<file path="config.mk">
export PLATFORM = sky130hd
export DESIGN_NAME = pdec_top
export DESIGN_NICKNAME = d
export VERILOG_FILES = /design/src/rtl/pdec_pkg.sv /design/src/rtl/pdec_capture.sv /design/src/rtl/pdec_match.sv /design/src/rtl/pdec_divider.sv /design/src/rtl/pdec_top.sv
export SDC_FILE = /design/constraint.sdc
export NUM_CORES = 1
export LEC_CHECK = 0
export BUFFER_PORTS_ARGS = -buffer_cell sky130_fd_sc_hd__clkbuf_2
export CAP_MARGIN = 5
export CELL_PAD_IN_SITES_DETAIL_PLACEMENT = 0
export CELL_PAD_IN_SITES_GLOBAL_PLACEMENT = 1
export CORE_AREA = 2 2 39 41
export CTS_CLUSTER_SIZE = 16
export DETAILED_ROUTE_END_ITERATION = 7
export DIE_AREA = 0 0 41 43
export PLACE_DENSITY_LB_ADDON = 0.12
export SLEW_MARGIN = 20
export SYNTH_ARGS = -nofsm -noshare
export SYNTH_HDL_FRONTEND = slang
export SYNTH_SLANG_ARGS = --single-unit
</file>
<file path="constraint.sdc">
create_clock -name clk_i -period 0.9 [get_ports clk_i]
set_clock_uncertainty 0.05 [all_clocks]
set_input_delay 0.135 -clock clk_i [delete_from_list [all_inputs] [get_ports clk_i]]
set_output_delay 0.135 -clock clk_i [all_outputs]
set_load 0.005 [all_outputs]
</file>
<file path="src/rtl/pdec_pkg.sv">
package pdec_pkg;
  localparam int unsigned ADDR_W = 8;

  typedef struct packed {
    logic              pg_n;
    logic              rw;
    logic [ADDR_W-1:0] addr;
  } bus_req_t;

  localparam bus_req_t BUS_IDLE = '{pg_n: 1'b1, rw: 1'b1, addr: '0};
endpackage

</file>
<file path="src/rtl/pdec_capture.sv">
module pdec_capture
  import pdec_pkg::*;
(
  input  logic     clk_i,
  input  logic     rst_ni,
  input  bus_req_t req_i,
  output bus_req_t req_q_o
);
  bus_req_t req_q;

  always_ff @(posedge clk_i or negedge rst_ni) begin
    if (!rst_ni) req_q <= BUS_IDLE;
    else         req_q <= req_i;
  end

  assign req_q_o = req_q;
endmodule

</file>
<file path="src/rtl/pdec_match.sv">
module pdec_match #(
  parameter int unsigned          ADDR_W    = 8,
  parameter logic [ADDR_W-1:0]    BASE_ADDR = 8'hFC,
  parameter logic [ADDR_W-1:0]    IGN_MASK  = 8'h01
) (
  input  logic [ADDR_W-1:0] addr_i,
  output logic              hit_o
);
  logic [ADDR_W-1:0] bit_ok;

  // one comparator per address bit; ignored bits always agree
  for (genvar b = 0; b < ADDR_W; b++) begin : g_bit
    if (IGN_MASK[b]) begin : g_ign
      assign bit_ok[b] = 1'b1;
    end else begin : g_cmp
      assign bit_ok[b] = (addr_i[b] == BASE_ADDR[b]);
    end
  end

  assign hit_o = &bit_ok;
endmodule

</file>
<file path="src/rtl/pdec_divider.sv">
module pdec_divider #(
  parameter int unsigned DIV_LOG2 = 1
) (
  input  logic clk_i,
  input  logic rst_ni,
  output logic div_clk_o
);
  logic [DIV_LOG2-1:0] cnt_q;

  always_ff @(posedge clk_i or negedge rst_ni) begin
    if (!rst_ni) cnt_q <= '0;
    else         cnt_q <= cnt_q + 1'b1;
  end

  assign div_clk_o = cnt_q[DIV_LOG2-1];
endmodule

</file>
<file path="src/rtl/pdec_top.sv">
module pdec_top
  import pdec_pkg::*;
#(
  parameter logic [ADDR_W-1:0] BASE_ADDR = 8'hFC,
  parameter logic [ADDR_W-1:0] IGN_MASK  = 8'h01,
  parameter int unsigned       DIV_LOG2  = 1
) (
  input  logic              clk_i,
  input  logic              rst_ni,
  input  logic              pg_ni,
  input  logic [ADDR_W-1:0] addr_i,
  input  logic              rw_i,
  output logic              cs_o,
  output logic              rs_o,
  output logic              rw_o,
  output logic              en_o,
  output logic              ser_clk_o
);
  bus_req_t req_d, req_q;
  logic     hit;

  assign req_d = '{pg_n: pg_ni, rw: rw_i, addr: addr_i};

  pdec_capture u_capture (
    .clk_i   (clk_i),
    .rst_ni  (rst_ni),
    .req_i   (req_d),
    .req_q_o (req_q)
  );

  pdec_match #(
    .ADDR_W    (ADDR_W),
    .BASE_ADDR (BASE_ADDR),
    .IGN_MASK  (IGN_MASK)
  ) u_match (
    .addr_i (req_q.addr),
    .hit_o  (hit)
  );

  pdec_divider #(
    .DIV_LOG2 (DIV_LOG2)
  ) u_div (
    .clk_i     (clk_i),
    .rst_ni    (rst_ni),
    .div_clk_o (ser_clk_o)
  );

  assign cs_o = hit & ~req_q.pg_n;
  assign rs_o = req_q.addr[0];
  assign rw_o = req_q.rw;
  assign en_o = clk_i;
endmodule

</file>
# Word-level counts from Yosys, hierarchy flattened
# Index checks and enable logic that the tools add are counted.
# classes
addsub,1
n_mul,0
div_mod_pow,0
n_lt_le_gt_ge,0
eq_ne,0
n_shift,0
mux,0
bitwise_logic,3
n_reduce_logical,1
# op_table
cell,n
$reduce_and 7->1,1
$not 1->1,2
$add 1x1->1 const B,1
$and 1x1->1,1
# totals
register_bits,11
latchBits,0
ram_bits,0
romBits,0
output_inout_bits,5
word_cells,9
memories,0

# Depth between registers and ports, before layout
# logic_depth
word_depth,3
depth_mapped,2
depth_no_buf,2

# Modules after synthesis
# From an unflattened synthesis, not the netlist that was laid out.
# unflattened
hier_cells,17
area_unflattened_um2,320.3
# modules_own_cells
module,instances,cells_per_inst,area_per_inst_um2,seq_area_each_um2
pdec_capture,1,10,252.7,252.7
pdec_divider,1,2,28.8,25.0
pdec_top,1,2,21.3,0.0
pdec_match,1,3,17.5,0.0

==> flow_metrics.env <==
export IMPL_use_met3_pct=3.141
export IMPL_fin_crit_sh_pct=128.2
export IMPL_path_class="reg2out"
export IMPL_p_leak_uw=0.0002850
export IMPL_routed_wl_um=586
export IMPL_core_area_mm2=0.001384
export IMPL_synthToLayoutAreaGrowth_pct=87.15
export IMPL_holdWs_ps=242.5
export IMPL_cts_tree="built"
export IMPL_fin_crit_ps=1154
export IMPL_root_buffer="clkbuf_4"
export IMPL_drt_iter0_drc=2
export IMPL_num_vias=232
export IMPL_place_gp_congestion=0.5155
export IMPL_grt_pass1_wl_um=883
export IMPL_fmax_mhz=866.6
export IMPL_place_ws_ps=-71.61
export IMPL_reg2reg_slack_ps=360
export IMPL_fin_area_um2=583.1
export IMPL_synth_seq_cells=11
export IMPL_violations="setup timing"
export IMPL_irDropWorstVdd_mv=1.019
export IMPL_grt_overflow=0
export IMPL_via_per_inst=3.683
export IMPL_fin_nets=60
export IMPL_maxCapViolCount=0
export IMPL_rows=14
export IMPL_r2r_end="u_div.div_clk_o"
export IMPL_post_dp_cell_area_um2=404.1
export IMPL_grtUsageMet2_pct=13.13
export IMPL_wl_per_cell_um=9.302
export IMPL_hold_viol=0
export IMPL_hold_path_class="in2async"
export IMPL_clk_pin_slew_ps=70
export IMPL_critPathCaptureType="output pin"
export IMPL_portBuffers=16
export IMPL_relSlewSlack_pct=83.18
export IMPL_top_usage_layer="met2"
export IMPL_rr_startpoint="u_div.div_clk_o"
export IMPL_utilization_pct=42.13
export IMPL_synthesis_instances=16
export IMPL_cts_max_level=1
export IMPL_grtUsageMet1_pct=8.163
export IMPL_antenna_found_initial=0
export IMPL_syn_area_um2=311.5
export IMPL_reg2reg_depth=1
export IMPL_fillers=127
export IMPL_worstMarginPinSlew_ps=252.3
export IMPL_cts_inserted_buffers=3
export IMPL_grt_setup_unrepaired="true"
export IMPL_ctsLongestPathBuffers=2
export IMPL_drc=0
export IMPL_pin_count=17
export IMPL_clk_latency_ps=260
export IMPL_critical_path_max_fanout=1
export IMPL_run_status="finished with violations"
export IMPL_dp_cells=47
export IMPL_fp_dieH_um=43
export IMPL_dr_pass1_iters=2
export IMPL_yosysSeqAreaShare_pct=89.16
export IMPL_start_util_pct=22.51
export IMPL_die_w_um=41
export IMPL_dp_hpwl_um=388.6
export IMPL_grt_pass1_vias=223
export IMPL_num_antenna_cells=0
export IMPL_synth_cell_types=7
export IMPL_yosys_warnings=0
export IMPL_worstPathRequired_ps=710
export IMPL_start_kind="flop"
export IMPL_cp_startpoint="u_capture.req_q_o[9]"
export IMPL_final_cells=63
export IMPL_setup_viol=4
export IMPL_finalMaxSlewViolations=0
export IMPL_fin_ws_ps=-254.0
export IMPL_drive_above_1_share_pct=51.06
export IMPL_critPathArrivalTime_ps=970
export IMPL_synth_nets=28
export IMPL_synth_area_per_cell_um2=19.47
export IMPL_antenna_left=0
export IMPL_dieArea_mm2=0.001763
export IMPL_track_usage_pct=8.274
export IMPL_grt_start_max_net_pins=12
export IMPL_power_density_mw_per_mm2=2363
-- layout make-up --
| type | count | area (um2) | share of cell area, % |
|---|---|---|---|
| Timing Repair Buffer | 26 | 185.2 | 31.76 |
| Sequential cell | 11 | 277.8 | 47.64 |
| Inverter | 1 | 3.754 | 0.6438 |
| Clock buffer | 6 | 73.82 | 12.66 |
| Tap cell | 16 | 20.02 | 3.433 |
| Multi-Input combinational cell | 3 | 22.52 | 3.863 |
-- flip-flops by register name, indices dropped and copies added (netlist names) --
register,count
u_div.div_clk_o,1
u_capture.req_q_o,10
-- logic make-up (layout without fill, tap and decap cells) --
| kind of cell | count (synthesis) | count (layout) | synth area share, % |
|---|---|---|---|
| flip-flops | 11 | 11 | 89.16 |
| buffers and inverters | 2 | 33 | 3.614 |
| AND/OR/NAND/NOR | 3 | 3 | 7.228 |
-- synthesized netlist by cell type (all sizes together) --
master / instances / area, um2
nand2: 1 / 3.750
buf: 1 / 7.510
dfrtp: 9 / 225.2
dfstp: 2 / 52.55
nand4: 1 / 6.260
nor4: 1 / 12.51
inv: 1 / 3.750
-- report_power, final --
group | total (uW) | internal [uW] | switching, uW
registers | 529 | 522 | 6.45
clock network | 772 | 544 | 228
logic | 77.0 | 51.8 | 25.2
-- cell usage in the layout, fill, tap and decap left out, drive strengths merged --
| cell | count |
|---|---|
| nor4 | 1 |
| dlygate4sd3 | 11 |
| buf | 5 |
| nand4 | 1 |
| nand2 | 1 |
| inv | 1 |
| dfrtp | 9 |
| clkbuf | 16 |
| dfstp | 2 |
-- worst max-delay path by stage --
stage,cells past startpoint,slack [ps],to
finish,2,-250,cs_o
detailed placement,3,-70,cs_o
global route,2,-290,cs_o
floorplan,2,80,cs_o
CTS,2,-330,cs_o
global placement,3,-60,cs_o
-- repair_timing --
action | 4_1_cts | 5_1_grt
hold buffers | 11 | 0
setup buffers | 1 | 0
gates resized for setup | 3 | 4
setup endpoints to repair | 5 | 5
endpoints found under the hold margin | 21 | 0
pin swaps | 1 | 1
-- through the flow --
| stage | setup TNS (ps) | power [uW] |
|---|---|---|
| 5_1_grt | -670.1 | 1439 |
| 4_1_cts | -773.9 | 1283 |
| 2_1_floorplan | 0 | 610.6 |
| 3_5_place_dp | -71.61 | 625.5 |
| 3_3_place_gp | -61.80 | 624.2 |
| 6_report | -556.1 | 1378 |
-- critical path, stage by stage (launching register included) --
cell	delay, ps
dfstp_2	370
nor4_2	230
buf_2	150
-- routing by layer --
metal,part of all wire [%],vias to the layer above
li1,-,113
met4,0,0
met3,5.8,0
met5,0,-
met2,60,7
met1,34,112
Power figures use the tool's default switching activity.
